<file path="src/rtl/tpin_pkg.sv">
package tpin_pkg;

  typedef enum logic [2:0] {
    ROLE_OFF  = 3'd0,
    ROLE_CAPT = 3'd1,
    ROLE_CMP  = 3'd2,
    ROLE_PWM  = 3'd3,
    ROLE_GPIO = 3'd4
  } role_e;

  // control word field positions
  localparam int ROLE_LSB = 0;
  localparam int ROLE_W   = 3;
  localparam int DIR_LSB  = 4;
  localparam int IEN_BIT  = 8;
  localparam int OD_BIT   = 9;
  localparam int ESEL_LSB = 16;
  localparam int CTL_MSB  = ESEL_LSB + 1;

  // status word positions
  localparam int LVL_BIT  = 8;
  localparam int FLG_EVT  = 0;
  localparam int FLG_RISE = 1;
  localparam int FLG_FALL = 2;
  localparam int FLG_OVR  = 3;
  localparam int FLG_MIN  = 4;

  typedef struct packed {
    role_e      role;
    logic [1:0] dir;
    logic       ien;
    logic       od;
    logic [1:0] esel;
  } ctl_t;

  function automatic ctl_t ctl_decode(input logic [CTL_MSB:0] w);
    ctl_t c;
    c.role = role_e'(w[ROLE_LSB +: ROLE_W]);
    c.dir  = w[DIR_LSB +: 2];
    c.ien  = w[IEN_BIT];
    c.od   = w[OD_BIT];
    c.esel = w[ESEL_LSB +: 2];
    return c;
  endfunction

endpackage

</file>
<file path="src/rtl/tpin_sync.sv">
module tpin_sync #(
  parameter int STAGES = 2
) (
  input  logic clk,
  input  logic rst_n,
  input  logic d,
  output logic q
);

  logic [STAGES-1:0] stg_q;
  logic [STAGES-1:0] stg_n;

  generate
    for (genvar i = 0; i < STAGES; i++) begin : g_stage
      if (i == 0) begin : g_head
        assign stg_n[i] = d;
      end else begin : g_tail
        assign stg_n[i] = stg_q[i-1];

        AST_SYNC_SHIFT: assert property (@(posedge clk) disable iff (!rst_n)
          stg_q[i] == $past(stg_q[i-1]));
      end
    end
  endgenerate

  always_ff @(posedge clk or negedge rst_n) begin
    if (!rst_n) begin
      stg_q <= '0;
    end else begin
      stg_q <= stg_n;
    end
  end

  assign q = stg_q[STAGES-1];

endmodule

</file>
<file path="src/rtl/tpin_edge.sv">
module tpin_edge
  import tpin_pkg::*;
#(
  parameter int FLAG_W = 4
) (
  input  logic              clk,
  input  logic              rst_n,
  input  logic              lvl,
  input  logic              arm,
  input  logic [1:0]        esel,
  input  logic              clr_we,
  input  logic [FLAG_W-1:0] clr_bits,
  output logic [FLAG_W-1:0] flags,
  output logic              hit
);

  logic              prev_q;
  logic              rise;
  logic              fall;
  logic [FLAG_W-1:0] set_v;
  logic [FLAG_W-1:0] clr_v;
  logic [FLAG_W-1:0] flags_q;
  logic [FLAG_W-1:0] flags_n;
  logic              flags_en;

  always_comb begin
    rise = lvl & ~prev_q;
    fall = ~lvl & prev_q;
    hit  = arm & ((rise & esel[0]) | (fall & esel[1]));
  end

  always_comb begin
    set_v           = '0;
    set_v[FLG_EVT]  = hit;
    set_v[FLG_RISE] = hit & rise;
    set_v[FLG_FALL] = hit & fall;
    set_v[FLG_OVR]  = hit & flags_q[FLG_EVT];
    clr_v           = clr_we ? clr_bits : '0;
    flags_n         = (flags_q & ~clr_v) | set_v;
    flags_en        = hit | clr_we;
  end

  always_ff @(posedge clk or negedge rst_n) begin
    if (!rst_n) begin
      prev_q  <= 1'b0;
      flags_q <= '0;
    end else begin
      prev_q <= lvl;
      if (flags_en) begin
        flags_q <= flags_n;
      end
    end
  end

  assign flags = flags_q;

  AST_EDGE_SETS_EVT: assert property (@(posedge clk) disable iff (!rst_n)
    hit |=> flags_q[FLG_EVT]);

  AST_CLEAR_TAKES: assert property (@(posedge clk) disable iff (!rst_n)
    (clr_we && clr_bits[FLG_EVT] && !hit) |=> !flags_q[FLG_EVT]);

  AST_OVR_NEEDS_EVT: assert property (@(posedge clk) disable iff (!rst_n)
    $rose(flags_q[FLG_OVR]) |-> $past(flags_q[FLG_EVT]));

  AST_NO_ARM_NO_SET: assert property (@(posedge clk) disable iff (!rst_n)
    (!arm && !flags_q[FLG_EVT]) |=> !flags_q[FLG_EVT]);

endmodule

</file>
<file path="src/rtl/tpin_drive.sv">
module tpin_drive
  import tpin_pkg::*;
(
  input  role_e      role,
  input  logic [1:0] dir,
  input  logic       od,
  input  logic       arm,
  output logic       oe,
  output logic       out
);

  logic want_drive;

  always_comb begin
    want_drive = (role == ROLE_GPIO) && !arm && dir[1];
    oe  = 1'b0;
    out = 1'b0;
    if (want_drive) begin
      if (dir[0]) begin
        oe  = !od;
        out = !od;
      end else begin
        oe  = 1'b1;
        out = 1'b0;
      end
    end
  end

endmodule

</file>
<file path="src/rtl/tpin_ctl.sv">
module tpin_ctl
  import tpin_pkg::*;
#(
  parameter int MODE_W      = 32,
  parameter int STAT_W      = 32,
  parameter int FLAG_W      = 4,
  parameter int SYNC_STAGES = 2
) (
  input  logic              clk,
  input  logic              rst_n,
  input  logic              mode_we,
  input  logic [MODE_W-1:0] mode_wdata,
  input  logic              clr_we,
  input  logic [FLAG_W-1:0] clr_bits,
  input  logic              pin_in,
  output logic              pin_oe,
  output logic              pin_out,
  output logic [MODE_W-1:0] mode_q,
  output logic [STAT_W-1:0] status_q,
  output logic              irq
);

  localparam int CTL_W = CTL_MSB + 1;

  logic [MODE_W-1:0] mode_r;
  logic [MODE_W-1:0] mode_n;
  ctl_t              ctl;
  logic              arm;
  logic              lvl;
  logic              hit;
  logic [FLAG_W-1:0] flags;

  // control word register
  always_comb begin
    mode_n = mode_wdata;
  end

  always_ff @(posedge clk or negedge rst_n) begin
    if (!rst_n) begin
      mode_r <= '0;
    end else if (mode_we) begin
      mode_r <= mode_n;
    end
  end

  always_comb begin
    ctl = ctl_decode(mode_r[CTL_W-1:0]);
    arm = (ctl.role == ROLE_CAPT) ||
          ((ctl.role == ROLE_GPIO) && (ctl.esel != 2'b00));
  end

  tpin_sync #(
    .STAGES (SYNC_STAGES)
  ) u_sync (
    .clk   (clk),
    .rst_n (rst_n),
    .d     (pin_in),
    .q     (lvl)
  );

  tpin_edge #(
    .FLAG_W (FLAG_W)
  ) u_edge (
    .clk      (clk),
    .rst_n    (rst_n),
    .lvl      (lvl),
    .arm      (arm),
    .esel     (ctl.esel),
    .clr_we   (clr_we),
    .clr_bits (clr_bits),
    .flags    (flags),
    .hit      (hit)
  );

  tpin_drive u_drive (
    .role (ctl.role),
    .dir  (ctl.dir),
    .od   (ctl.od),
    .arm  (arm),
    .oe   (pin_oe),
    .out  (pin_out)
  );

  always_comb begin
    status_q                 = '0;
    status_q[FLAG_W-1:0]     = flags;
    status_q[LVL_BIT]        = lvl;
    irq                      = ctl.ien & flags[FLG_EVT];
    mode_q                   = mode_r;
  end

  AST_OD_NEVER_HIGH: assert property (@(posedge clk) disable iff (!rst_n)
    mode_q[OD_BIT] |-> !(pin_oe && pin_out));

  AST_ROLE_UNDRIVEN: assert property (@(posedge clk) disable iff (!rst_n)
    (mode_q[ROLE_LSB +: ROLE_W] != 3'd4) |-> !pin_oe);

  AST_ARMED_INPUT: assert property (@(posedge clk) disable iff (!rst_n)
    arm |-> !pin_oe);

  AST_IRQ_GATED: assert property (@(posedge clk) disable iff (!rst_n)
    irq |-> (mode_q[IEN_BIT] && status_q[FLG_EVT]));

  AST_OUT_NEEDS_OE: assert property (@(posedge clk) disable iff (!rst_n)
    pin_out |-> pin_oe);

  AST_HIT_IRQ: assert property (@(posedge clk) disable iff (!rst_n)
    (hit && mode_q[IEN_BIT] && !mode_we) |=> irq);

endmodule

</file>
<file path="config.mk">
export PLATFORM = sky130hd
export DESIGN_NAME = tpin_ctl
export DESIGN_NICKNAME = d
export VERILOG_FILES = /design/src/rtl/tpin_pkg.sv /design/src/rtl/tpin_sync.sv /design/src/rtl/tpin_edge.sv /design/src/rtl/tpin_drive.sv /design/src/rtl/tpin_ctl.sv
export SDC_FILE = /design/constraint.sdc
export NUM_CORES = 1
export LEC_CHECK = 0
export ABC_CLOCK_PERIOD_IN_PS = 2440
export BUFFER_PORTS_ARGS = -buffer_cell sky130_fd_sc_hd__buf_2
export CORE_MARGIN = 5
export CORE_UTILIZATION = 45
export DETAILED_ROUTE_END_ITERATION = 6
export PLACE_DENSITY = 0.89
export REMOVE_ABC_BUFFERS = 1
export SYNTH_ARGS = -nofsm -noshare
export SYNTH_HDL_FRONTEND = slang
export SYNTH_SLANG_ARGS = --single-unit
export TNS_END_PERCENT = 10
</file>
<file path="constraint.sdc">
create_clock -name clk -period 2.44 [get_ports clk]
set_input_delay 0.366 -clock clk [delete_from_list [all_inputs] [get_ports clk]]
set_output_delay 0.366 -clock clk [all_outputs]
set_load 0.03 [all_outputs]
</file>
==> results.py, run 1 <==
metrics = {
    "yosys": {
        "synth-seq-area-share_pct": 56.52,
        "synth_top_area_cell": "dfrtp_1",
        "synth-async-reset-ratio_pct": 100.0,
        "syn_area_sq_um": 1727,
        "synth_top_family_by_area": "multiplexers",
        "yosys.area_share.simple_pct": 3.623,
        "synth_area_per_cell_sq_um": 13.92,
        "synth_edf_count": 0,
        "yosys_most_used_dff": "dfrtp_1",
        "synthAdderAreaFrac_pct": 0,
        "ys_seq_elements": 39,
        "synth_area_leaders": "dfrtp_1 57%, mux2_2 20%, buf_4 13%",
        "synthDistinctLibCells": 19,
        "synth_top_area_share_pct": 56.52,
        "ys_warn_count": 0,
        "synth_compound_area_share_pct": 2.971,
        "syn_inst": 124,
        "synth_mux_area_share_pct": 21.30,
        "synth-xor-area-share_pct": 0.5072,
    },
    "floorplanning": {
        "start_util_pct": 46.81,
        "dieHeight_microns": 71.95,
        "die_area_sq_um": 5176,
        "fp.coreArea_sq_um": 3689,
        "fp.dieW_microns": 71.95,
        "std_cell_rows": 22,
        "boundaryPins": 108,
    },
    "global_routing": {
        "overflow": 0,
        "grt_pass1_wl_microns": 5506,
        "grt.total_usage_pct": 13.85,
        "use_met3_pct": 7.341,
        "grt_pass1_vias": 1147,
        "gr-max-usage-layer": "met2",
        "grt_use_met2_pct": 20.71,
        "grt_antenna_before_repair": 0,
        "grt_max_degree": 40,
        "grtUsageMet1_pct": 16.79,
    },
    "place": {
        "place_congestion": 0.7598,
        "dp_cells": 245,
        "place_hpwl_microns": 2662,
        "io_buffers": 80,
    },
    "worst_setup_path": {
        "crit_fanout": 4,
        "path_cells": "nor4_1 > nand3_1 > nor3b_2 > buf_2",
        "cp-end-kind": "output pin",
        "crit_cells": 4,
        "criticalPathCategory": "reg -> out",
        "rrSetupSlack_ns": 1.38,
        "cpMaxStageDelayCell": "dfrtp_1",
        "ff2ff_path_depth": 3,
        "critical-path-max-stage-delay_ns": 0.42,
        "critPathArrivalTime_ns": 1.65,
        "critical_path_buf_inv_count": 1,
        "required_ns": 2.07,
        "critical_path.top_delay_family": "simple AND/OR/NAND/NOR gates",
        "cp-start-kind": "flip-flop",
    },
    "routing": {
        "via_count": 1146,
        "drt-pass1-iter-count": 4,
        "wl_per_cell_microns": 13.75,
        "drc": 0,
        "drt_iter0_drc": 18,
        "vias_per_cell": 4.530,
        "ant_nets": 0,
        "drt_wl_total_microns": 3478,
    },
    "timing": {
        "relSlewSlack_pct": 45.31,
        "slew_viol_final": 0,
        "tns_ns": 0,
        "worst_slew_pin_slew_ns": 0.8204,
        "min_period_ns": 2.020,
        "rsz0062_at_grt": "false",
        "hold_viol": 0,
        "period_share_pct": 82.78,
        "max_freq_mhz": 495.1,
        "holdWs_ns": 0.1631,
        "setup_viol": 0,
        "clock_skew_ns": 0.001397,
    },
    "layout": {
        "drive_gt1_share_pct": 59.02,
        "n_antenna_cell": 0,
        "instances_no_fill": 253,
        "final_nets": 245,
        "fin_util_pct": 57.39,
        "area_growth_pct": 22.61,
    },
    "clock_network": {
        "worstSkewPairLatency_ns": 0.29,
        "cts_buffers": 5,
        "postCtsSetupRepairBufs": 0,
        "htree_num_levels": 2,
        "clockBufferDepth": 2,
        "cts_root_buffer": "clkbuf_8",
        "cts_hold_buf": 0,
        "cts.clk_slew.worst_paths_ns": 0.08,
        "cts_resized": 0,
        "cts_sinks": 39,
        "tritoncts": "done",
    },
    "run_status": {
        "outcome": "finished, final reports clean",
    },
    "pwr": {
        "power_mw": 1.580,
        "power_density_nw_per_um2": 746.2,
        "leakagePower_nw": 1.090,
        "ir_worst_vdd_mv": 0.4655,
    },
    "run": {
        "drv_cap": 0,
    },
    "hold_path": {
        "hp-class": "in -> async",
    },
}
Yosys cell counts, types with 2 or more instances:
master and number:
buf_4 29, nor2_1 2, mux2_4 2, mux2_2 30, dfrtp_1 39, a32o_1 2
nand2_1 5, buf_6 3, a22o_1 2
worst register-to-register path: cells and delay by family, from the launching register on:
family	cells	cell delay [ns]
xor gates and xnor gates	1	0.14
DFF	1	0.43
and+or+nand+nor	1	0.23
AOI/OAI and AO/OA	1	0.21
cell usage in the layout, fill, tap and decap left out, types with 2 or more instances in the layout:
cell / instances
conb_1: 27
a32o_1: 2
mux2_2: 30
clkinvlp_4: 2
nand2_1: 5
mux2_4: 2
nor2_1: 2
buf_2: 80
dfrtp_1: 39
a22o_1: 2
clkbuf_8: 5
area by class of cell:
type	instances	area [sq um]
clock buffers	5	68.82
clock inverters	3	20.02
fillers	311	1572
multi-input cells	78	591.8
flip-flops and latches	39	975.9
well taps	48	60.06
repair buffers	80	400.4
per-stage QoR:
stage / setup slack [ns] / instance area (sq um)
floorplan: 0.6434 / 1568
global placement: 0.7510 / 2028
detailed placement: 0.7602 / 2028
CTS: 0.4299 / 2117
global route: 0.2504 / 2117
finish: 0.4202 / 2117
flip-flops by register name, summed over array words and instances, names as in the netlist:
register / flops
u_edge.flags: 4
u_edge.prev_q: 1
u_sync.stg_q: 2
mode_q: 32
report_power, final:
part / internal (mW) / total, mW / switching [mW]
logic: 0.128 / 0.398 / 0.270
clock network: 0.199 / 0.430 / 0.231
registers: 0.710 / 0.752 / 0.0416
total: 1.04 / 1.58 / 0.543
cell families after synthesis:
family | Yosys count
and+or+nand+nor | 12
other | 1
muxes | 32
DFF | 39
buffers and inverters | 33
AOI/OAI and AO/OA | 6
xor gates and xnor gates | 1
layer usage:
| layer | share of wire, % | up-vias |
|---|---|---|
| met5 | 0 | - |
| met4 | 1.6 | 0 |
| met3 | 14 | 5 |
| met2 | 46 | 73 |
| met1 | 39 | 542 |
| li1 | - | 526 |
path summary, 6_finish.rpt:
kind | startpoint | end
worst max-delay path | mode_q[0] | pin_out
worst min-delay path | rst_n | mode_q[15]
worst max register to register | mode_q[2] | u_edge.flags[2]
worst min register to register | u_sync.stg_q[0] | u_sync.stg_q[1]
max in group asynchronous | rst_n | mode_q[29]
min in group clk | pin_in | u_sync.stg_q[0]
No activity file was read; power rests on OpenSTA's default activity.
==> run 2: changes to the inputs <==
ABC_CLOCK_PERIOD_IN_PS = 1900   (was 2440)
CORE_UTILIZATION = 42   (was 45)
PLACE_DENSITY = 0.84   (was 0.89)
clock period = 1.9 ns   (was 2.44 ns; I/O delays follow)
==> run 2 against run 1 <==
- sequential power increased by 28%
- worst hold slack got worse by 0.052 ns
- power increased by 25%
- die area increased by 6.1%
- via count decreased by 0.26%
- sequential cell count unchanged
- setup slack got worse by 0.28 ns
- highest routed layer unchanged
==> results.py, run 2 (synthesis gave the netlist of run 1 again) <==
metrics = {
    "place": {
        "io_buffers": 80,
        "place_hpwl_microns": 2621,
        "place_congestion": 0.6291,
        "place_area_sq_um": 2038,
    },
    "run_status": {
        "outcome": "finished, final reports clean",
    },
    "worst_setup_path": {
        "reg2reg_from": "mode_q[0]",
        "cp-end-kind": "output pin",
        "critical-path-max-stage-delay_ns": 0.39,
        "required_ns": 1.62,
        "ff2ff_path_depth": 4,
        "rrSetupSlack_ns": 0.76,
        "criticalPathCategory": "reg -> out",
        "cp-start-kind": "flip-flop",
        "path_cells": "nor4_2 > nand3_1 > nor3b_2 > buf_4",
        "crit_fanout": 2,
        "reg2reg_to": "u_edge.flags[3]",
        "critPathArrivalTime_ns": 1.48,
        "cpMaxStageDelayCell": "dfrtp_1",
        "cp-startpoint": "mode_q[16]",
        "cp-endpoint": "pin_out",
    },
    "clock_network": {
        "cts_buffers": 5,
        "worstSkewPairLatency_ns": 0.28,
        "cts_root_buffer": "clkbuf_8",
        "cts_sinks": 39,
        "cts_hold_buf": 0,
        "tritoncts": "done",
        "htree_num_levels": 2,
        "cts.clk_slew.worst_paths_ns": 0.07,
        "clockBufferDepth": 2,
    },
    "routing": {
        "via_count": 1143,
        "drt_iter0_drc": 52,
        "drt-pass1-iter-count": 4,
        "vias_per_cell": 4.465,
        "drc": 0,
        "drt_wl_total_microns": 3438,
        "ant_nets": 0,
        "wl_per_cell_microns": 13.43,
    },
    "floorplanning": {
        "fp.coreArea_sq_um": 4000,
        "std_cell_rows": 23,
        "start_util_pct": 43.17,
        "die_area_sq_um": 5493,
        "fp.dieW_microns": 74.12,
        "dieHeight_microns": 74.12,
        "boundaryPins": 108,
    },
    "pwr": {
        "power_mw": 1.976,
        "ir_worst_vdd_mv": 0.5792,
        "leakagePower_nw": 1.102,
        "power_density_nw_per_um2": 925.8,
    },
    "layout": {
        "final_common_cell": "buf_2",
        "largest_reg_flops": 32,
        "post-route-cell-area_sq_um": 2135,
        "final_nets": 248,
        "n_antenna_cell": 0,
        "fin_util_pct": 53.36,
        "drive_gt1_share_pct": 59.22,
        "layout_common_cells": "79 x buf_2, 39 x dfrtp_1, 30 x mux2_2, 27 x conb_1",
        "area_growth_pct": 23.62,
    },
    "global_routing": {
        "grt_pass1_vias": 1196,
        "overflow": 0,
        "grt_antenna_before_repair": 0,
        "grt_max_degree": 40,
        "grt.total_usage_pct": 13.23,
        "grt_pass1_wl_microns": 5444,
    },
    "timing": {
        "hold_viol": 0,
        "clock_skew_ns": 0.004275,
        "min_period_ns": 1.763,
        "worst_slew_pin_slew_ns": 0.8487,
        "relSlewSlack_pct": 43.42,
        "rsz0062_at_grt": "false",
        "holdWs_ns": 0.1112,
        "slew_viol_final": 0,
        "tns_ns": 0,
        "setup_viol": 0,
        "period_share_pct": 92.81,
        "max_freq_mhz": 567.1,
    },
    "run": {
        "drv_cap": 0,
    },
    "hold_path": {
        "hp-class": "in -> async",
    },
}
[run 2: layer usage]
metal  up-vias  global-route usage, %  routed length [microns]
li1        529                      -                        -
met1       539                  14.63                     1249
met2        70                  20.18                     1545
met3         5                  9.054                      589
met4         0                  4.829                       54
met5         -                      0                        0
[run 2: cell type report]
class / count / area (sq um)
Timing Repair Buffer: 83 / 425.4
Clock buffer: 6 / 72.57
Fill cell: 354 / 1866
Tap cell: 50 / 62.56
Multi-Input combinational cell: 78 / 598.1
Sequential cell: 39 / 975.9
[run 2: worst min path at each step]
stage	start	to	slack, ns
3_3_place_gp	u_sync.stg_q[0]	u_sync.stg_q[1]	0.33
4_1_cts	pin_in	u_sync.stg_q[0]	0.1
5_1_grt	pin_in	u_sync.stg_q[0]	0.09
3_5_place_dp	u_sync.stg_q[0]	u_sync.stg_q[1]	0.34
2_1_floorplan	rst_n	mode_q[0]	-0.01
6_report	rst_n	mode_q[13]	0.11
[run 2: what timing repair did]
action,4_1_cts,5_1_grt
pin swaps,0,2
resized for setup,1,2
setup buffers,0,2
endpoints found under the setup margin,1,2
[run 2: worst max-delay path, delay by kind of cell, from the launching register on]
kind / cells / cell delay, ns
DFF: 1 / 0.39
buffers and inverters: 1 / 0.18
and+or+nand+nor: 3 / 0.63
[run 2: through the flow]
stage	setup slack, ns	instances
global placement	0.3323	248
CTS	0.02093	254
detailed placement	0.3097	248
floorplan	0.1844	117
global route	0.01045	256
finish	0.1366	256
[run 2: power breakdown]
group          leakage [nW]  total, mW  switching (mW)  internal (mW)
Combinational         0.602      0.520           0.349          0.171
Sequential            0.463      0.963          0.0499          0.913
Clock                0.0371      0.493           0.248          0.244
Total                  1.10       1.98           0.647           1.33
